**src/rtl/xtrig_gate_pkg.sv**
```systemverilog
package xtrig_gate_pkg;
  localparam int REG_W = 32;

  typedef struct packed {
    logic wrGate;
    logic rdGate;
  } gateStrobe_t;
endpackage

```
**src/rtl/xtrig_gate_ctrl.sv**
```systemverilog
module xtrig_gate_ctrl
  import xtrig_gate_pkg::*;
#(
  parameter int ADDR_W = 12,
  parameter logic [ADDR_W-1:0] REG_OFFSET = 12'h140
) (
  input  logic              lockIn,
  input  logic              regSel,
  input  logic              regWr,
  input  logic [ADDR_W-1:0] regAddr,
  output gateStrobe_t       strobe
);
  logic hit;

  always_comb begin
    hit = regSel && (regAddr == REG_OFFSET);
    strobe.wrGate = hit && regWr && !lockIn;
    strobe.rdGate = hit && !regWr;
  end
endmodule

```
**src/rtl/xtrig_gate_dp.sv**
```systemverilog
module xtrig_gate_dp
  import xtrig_gate_pkg::*;
#(
  parameter int NUM_CHAN = 4,
  parameter logic [1:0] DIR_MODE = 2'b01
) (
  input  logic                clk,
  input  logic                rstN,
  input  gateStrobe_t         strobe,
  input  logic [REG_W-1:0]    regWdata,
  output logic [REG_W-1:0]    regRdata,
  input  logic [NUM_CHAN-1:0] trigChanIn,
  output logic [NUM_CHAN-1:0] matrixChanOut,
  input  logic [NUM_CHAN-1:0] matrixChanIn,
  output logic [NUM_CHAN-1:0] trigChanOut,
  output logic [NUM_CHAN-1:0] gateQ
);
  localparam bit GATE_INBOUND = (DIR_MODE == 2'b01);

  always_ff @(posedge clk or negedge rstN) begin
    if (!rstN) gateQ <= '0;
    else if (strobe.wrGate) gateQ <= regWdata[NUM_CHAN-1:0];
  end

  always_comb begin
    regRdata = '0;
    if (strobe.rdGate) regRdata[NUM_CHAN-1:0] = gateQ;
  end

  assign matrixChanOut = trigChanIn & gateQ;

  generate
    if (GATE_INBOUND) begin : g_inGated
      assign trigChanOut = matrixChanIn & gateQ;
    end else begin : g_inOpen
      assign trigChanOut = matrixChanIn;
    end
  endgenerate
endmodule

```
**src/rtl/xtrig_gate_top.sv**
```systemverilog
module xtrig_gate_top
  import xtrig_gate_pkg::*;
#(
  parameter int NUM_CHAN = 4,
  parameter logic [1:0] DIR_MODE = 2'b01,
  parameter int ADDR_W = 12,
  parameter logic [ADDR_W-1:0] REG_OFFSET = 12'h140
) (
  input  logic                clk,
  input  logic                rstN,
  input  logic                lockIn,
  input  logic                regSel,
  input  logic                regWr,
  input  logic [ADDR_W-1:0]   regAddr,
  input  logic [31:0]         regWdata,
  output logic [31:0]         regRdata,
  input  logic [NUM_CHAN-1:0] trigChanIn,
  output logic [NUM_CHAN-1:0] matrixChanOut,
  input  logic [NUM_CHAN-1:0] matrixChanIn,
  output logic [NUM_CHAN-1:0] trigChanOut
);
  gateStrobe_t strobe;
  logic [NUM_CHAN-1:0] gateVec;

  xtrig_gate_ctrl #(.ADDR_W(ADDR_W), .REG_OFFSET(REG_OFFSET)) ctrl_i (
    .lockIn(lockIn), .regSel(regSel), .regWr(regWr), .regAddr(regAddr),
    .strobe(strobe)
  );

  xtrig_gate_dp #(.NUM_CHAN(NUM_CHAN), .DIR_MODE(DIR_MODE)) dp_i (
    .clk(clk), .rstN(rstN), .strobe(strobe), .regWdata(regWdata),
    .regRdata(regRdata), .trigChanIn(trigChanIn),
    .matrixChanOut(matrixChanOut), .matrixChanIn(matrixChanIn),
    .trigChanOut(trigChanOut), .gateQ(gateVec)
  );
endmodule

```
**config.mk**
```make
export PLATFORM = sky130hd
export DESIGN_NAME = xtrig_gate_top
export DESIGN_NICKNAME = d
export VERILOG_FILES = /design/src/rtl/xtrig_gate_pkg.sv /design/src/rtl/xtrig_gate_ctrl.sv /design/src/rtl/xtrig_gate_dp.sv /design/src/rtl/xtrig_gate_top.sv
export SDC_FILE = /design/constraint.sdc
export NUM_CORES = 1
export LEC_CHECK = 0
export BUFFER_PORTS_ARGS = -buffer_cell sky130_fd_sc_hd__buf_4
export CAP_MARGIN = 15
export CORE_MARGIN = 5
export CORE_UTILIZATION = 25
export CTS_CLUSTER_DIAMETER = 200
export DETAILED_ROUTE_END_ITERATION = 8
export PLACE_DENSITY = 0.79
export SYNTH_ARGS = -nofsm -noshare
export SYNTH_HDL_FRONTEND = slang
export SYNTH_SLANG_ARGS = --single-unit
```
**constraint.sdc**
```tcl
create_clock -name clk -period 1.8 [get_ports clk]
set_clock_uncertainty 0.05 [all_clocks]
set_input_delay 0.27 -clock clk [delete_from_list [all_inputs] [get_ports clk]]
set_output_delay 0.27 -clock clk [all_outputs]
set_load 0.01 [all_outputs]
```
* Word-level counts from Yosys, hierarchy flattened
Index checks and enable logic that the tools add are counted.
Word-level totals: output and inout port bits 40, memories kept 0, register bits 4, bits in writable memories 0, latch bits 0, bits in read-only memories 0, logic and storage cells 11, input bits 57
Cells by class: reduce and logical (&&, ||, !) cells 6, order comparisons 0, shifts and indexed selects 0, divide/modulo/power cells 0, multipliers 0, bitwise logic cells 2, mux-type cells 1, add/subtract/negate cells 0, equality and inequality tests 1
Operator list (count):
- == test 12 x 9 -> 1 bit (second input constant) | 1
- bitwise AND 4 bit | 2
- logical AND 1 bit | 4
- 2-to-1 mux 4 bit | 1
- zero test 1 bit | 2

* Longest topological paths before layout
word-level depth 4, gate-level depth with buffers 3, gate-level depth less buffers 3

* By module
A second synthesis with hierarchy kept.
Second synthesis, totals: cells, all modules 56, area total of the unflattened synthesis 493.0 sq um
Modules (own cells, without submodules):
- xtrig_gate_dp | area each 434.2 sq um, cells an instance 49, times used 1
- xtrig_gate_ctrl | area each 58.8 sq um, cells an instance 7, times used 1

* Worst setup path after synthesis
OpenSTA, ideal clock, no wires.
path kind input to output, start input regAddr[5], end output regRdata[0], data required time 1.480 ns, arrival time 1.412 ns, path slack 0.068 ns, stages 3, buffers on the path 0, cells stage by stage or4b_1 nor4_1 and2_1
On the way: longest elaborated chain between the ends 4
Ends and longest elaborated chain:
- start: declaration | RTL line xtrig_gate_top.sv:14 | input logic [ADDR_W-1:0] regAddr,
- == test 12 x 9 -> 1 bit | RTL line xtrig_gate_ctrl.sv:16 | hit = regSel && (regAddr == REG_OFFSET);
- logical AND 1 bit | RTL line xtrig_gate_ctrl.sv:16
- logical AND 1 bit | RTL line xtrig_gate_ctrl.sv:18 | strobe.rdGate = hit && !regWr;
- 2-to-1 mux 4 bit | RTL line xtrig_gate_dp.sv:27 | if (strobe.rdGate) regRdata[NUM_CHAN-1:0] = gateQ;
- end: declaration | RTL line xtrig_gate_top.sv:16 | output logic [31:0] regRdata,
No other way between the ends.

* Final worst setup path
start input regAddr[2], end output regRdata[0]
Same word-level chain as after synthesis.

==> impl_metrics.toml <==
[global_route]
grt_usage_pct = 11.4
grt_pass1_vias = 503
grt_max_degree = 5
grt_pass1_wl_um = 2740
antenna_found_initial = 0
overflow = 0

[die]
die_w_um = 55.2
io-pin-count = 97
die_h_um = 55.2
start_util_pct = 26.1
rows = 16
dieArea_um2 = 3050
core_um2 = 1960

[min_path]
hold_end = "dp_i.gateQ[2]"
whs_path_depth = 2
hold_start = "regWdata[2]"
hold_class = "in2reg"

[power]
comb_power_share_pct = 32.4
p_seq_share_pct = 30.8
irDropWorstVdd_uv = 276
p_clk_share_pct = 36.7
powerDensity_nw_per_um2 = 344
internal_power_uw = 215
power.total_uw = 294
cellLeakagePower_uw = 0.000489
swShare_pct = 27.0
net-switching-power_uw = 79.5

[synth]
synth-seq-cells = 4
netlist_instances = 56
yosysMostFrequentCell = "buf_4"
yosysTopAreaCell = "buf_4"
ys_seq_area_share_pct = 19.6
yosys.cell_types.count = 11
synth_edf_count = 0
synthTopCellsByCount = "28 x buf_4, 12 x and2_1, 4 x dfrtp_1, 4 x mux2_2, 2 x or3b_2"
ys.flop_type = "dfrtp_1"
synthArstFlopShare_pct = 100
synth_top_area_share_pct = 41.1
synth_area_um2 = 512
syn_avg_cell_area_um2 = 9.14
ys_top_cells_by_area = "buf_4 41%, dfrtp_1 20%, and2_1 15%"
yosysWarningCount = 0

[finish]
largest_register_ffs = 4
post-route-util_pct = 43.6
layout.nets = 161
final_layout_size_suffix_gt1_share_pct = 58.8
top_regs = "dp_i.gateQ x4"
top_register = "dp_i.gateQ"
syn_to_final_growth_pct = 67.2
num_antenna_cells = 0

[drt]
antenna_left = 0
routed_via_density = 3.71
vias = 478
dr.pass1.iters = 2
wirelength_um = 1730
route.detailed.drc = 0
drt-wirelength-per-cell_um = 13.4
initialDrtViolationCount = 5

[setup_path]
worst-r2r-setup-slack_ns = 0.95
r2r-end = "dp_i.gateQ[0]"
cp_max_fo = 4
critPathArrivalTime_ns = 1.51
rr_worst_depth = 1
rr_startpoint = "dp_i.gateQ[0]"
critPathLaunch = "regAddr[2]"
cp.required_ns = 1.48
worstSetupPathType = "in2out"
startpoint_type = "input pin"
critPathCaptureType = "output pin"

[sta]
slew_viol_final = 0
grt_setup_unrepaired = "yes"
whs_ns = 0.218
hold_viol_final = 0
setup_ws_ns = -0.0337
fin_crit_ns = 1.83
finalSetupViolCount = 4
period_share_pct = 102
fmax_mhz = 545
fin_setup_tns_ns = -0.131

[cts]
htreeDepth = 1
cts_sinks = 4
worstSkewPairLatency_ns = 0.23
cts_tree = "yes"
clockBufferDepth = 2
cts_buffers = 3
root_buffer = "clkbuf_4"
path_clk_slew_ns = 0.04

[status]
status = "finished, violations left"
violations = "negative setup slack"

[placement]
hpwlAfterDp_um = 1400
numPortBuffers = 40
routabilityCongestion = 0.837
post-place-ws_ns = -0.152

[flow_run]
cap_violations = 0
==> layout by cell type, fill, tap and decap left out, drive strengths merged <==
cell         synthesis  routed
and2                12      12
dlygate4sd3          0       1
or3b                 2       2
or4                  1       1
clkbuf               0       3
or4bb                1       1
or4b                 1       1
mux2                 4       4
dfrtp                4       4
nor4                 2       2
buf                 28      43
conb                 1      28
==> critical path: stages <==
cell and delay, ns:
buf_6 0.09, or4_4 0.55, nor4_4 0.21, buf_4 0.16, and2_4 0.14, buf_6 0.09
==> area by class of cell <==
class	instances	area (um^2)
timing repair buffer	44	363
clock buffer	3	22.5
fill	191	1110
sequential	4	100
tap	27	33.8
multi-input combinational	51	337
==> worst max-delay path by stage <==
stage             endpoint  cells after the start  slack [ns]
3_3_place_gp   regRdata[0]                      6       -0.15
6_report       regRdata[0]                      6       -0.03
3_5_place_dp   regRdata[0]                      6       -0.15
2_1_floorplan  regRdata[0]                      3        0.07
4_1_cts        regRdata[0]                      6       -0.03
5_1_grt        regRdata[0]                      6       -0.08
==> power by group through the flow <==
stage | Sequential (uW) | Combinational (uW) | Clock (uW)
floorplan | 91.8 | 77.3 | 0
global placement | 91.8 | 78.8 | 0
detailed placement | 91.8 | 80.4 | 0
CTS | 90.7 | 87.4 | 114
global route | 90.6 | 104 | 116
finish | 90.7 | 95.4 | 108
==> what timing repair did <==
item / CTS / global route
buffers inserted: 1 / 1
endpoints found under the hold margin: 4 / 0
gates resized for setup: 12 / 5
pin swaps: 2 / 3
setup endpoints to repair: 4 / 4
hold buffers: 1 / 0
==> per-stage QoR <==
step / instance area (um^2) / instances
2_1_floorplan: 613 / 83
3_3_place_gp: 744 / 123
3_5_place_dp: 744 / 123
4_1_cts: 826 / 128
5_1_grt: 856 / 129
6_report: 856 / 129
==> cells by family (layout without fill, tap and decap cells) <==
group                  count (synthesis)  in the layout  synth area share, %
other                                  1             28                0.733
muxes                                  4              4                 8.80
buffers and inverters                 28             47                 41.1
and+or+nand+nor                       19             19                 29.8
DFF                                    4              4                 19.6
==> per-layer routing <==
metal / vias to the layer above / global-route usage [%] / share of wire (%)
met5: - / 0 / 0
met4: 0 / 8.68 / 4.9
met3: 8 / 5.36 / 14
met2: 51 / 19.1 / 48
met1: 199 / 10.7 / 33
li1: 220 / - / -
Note: power is estimated with default switching activity, not from simulation.
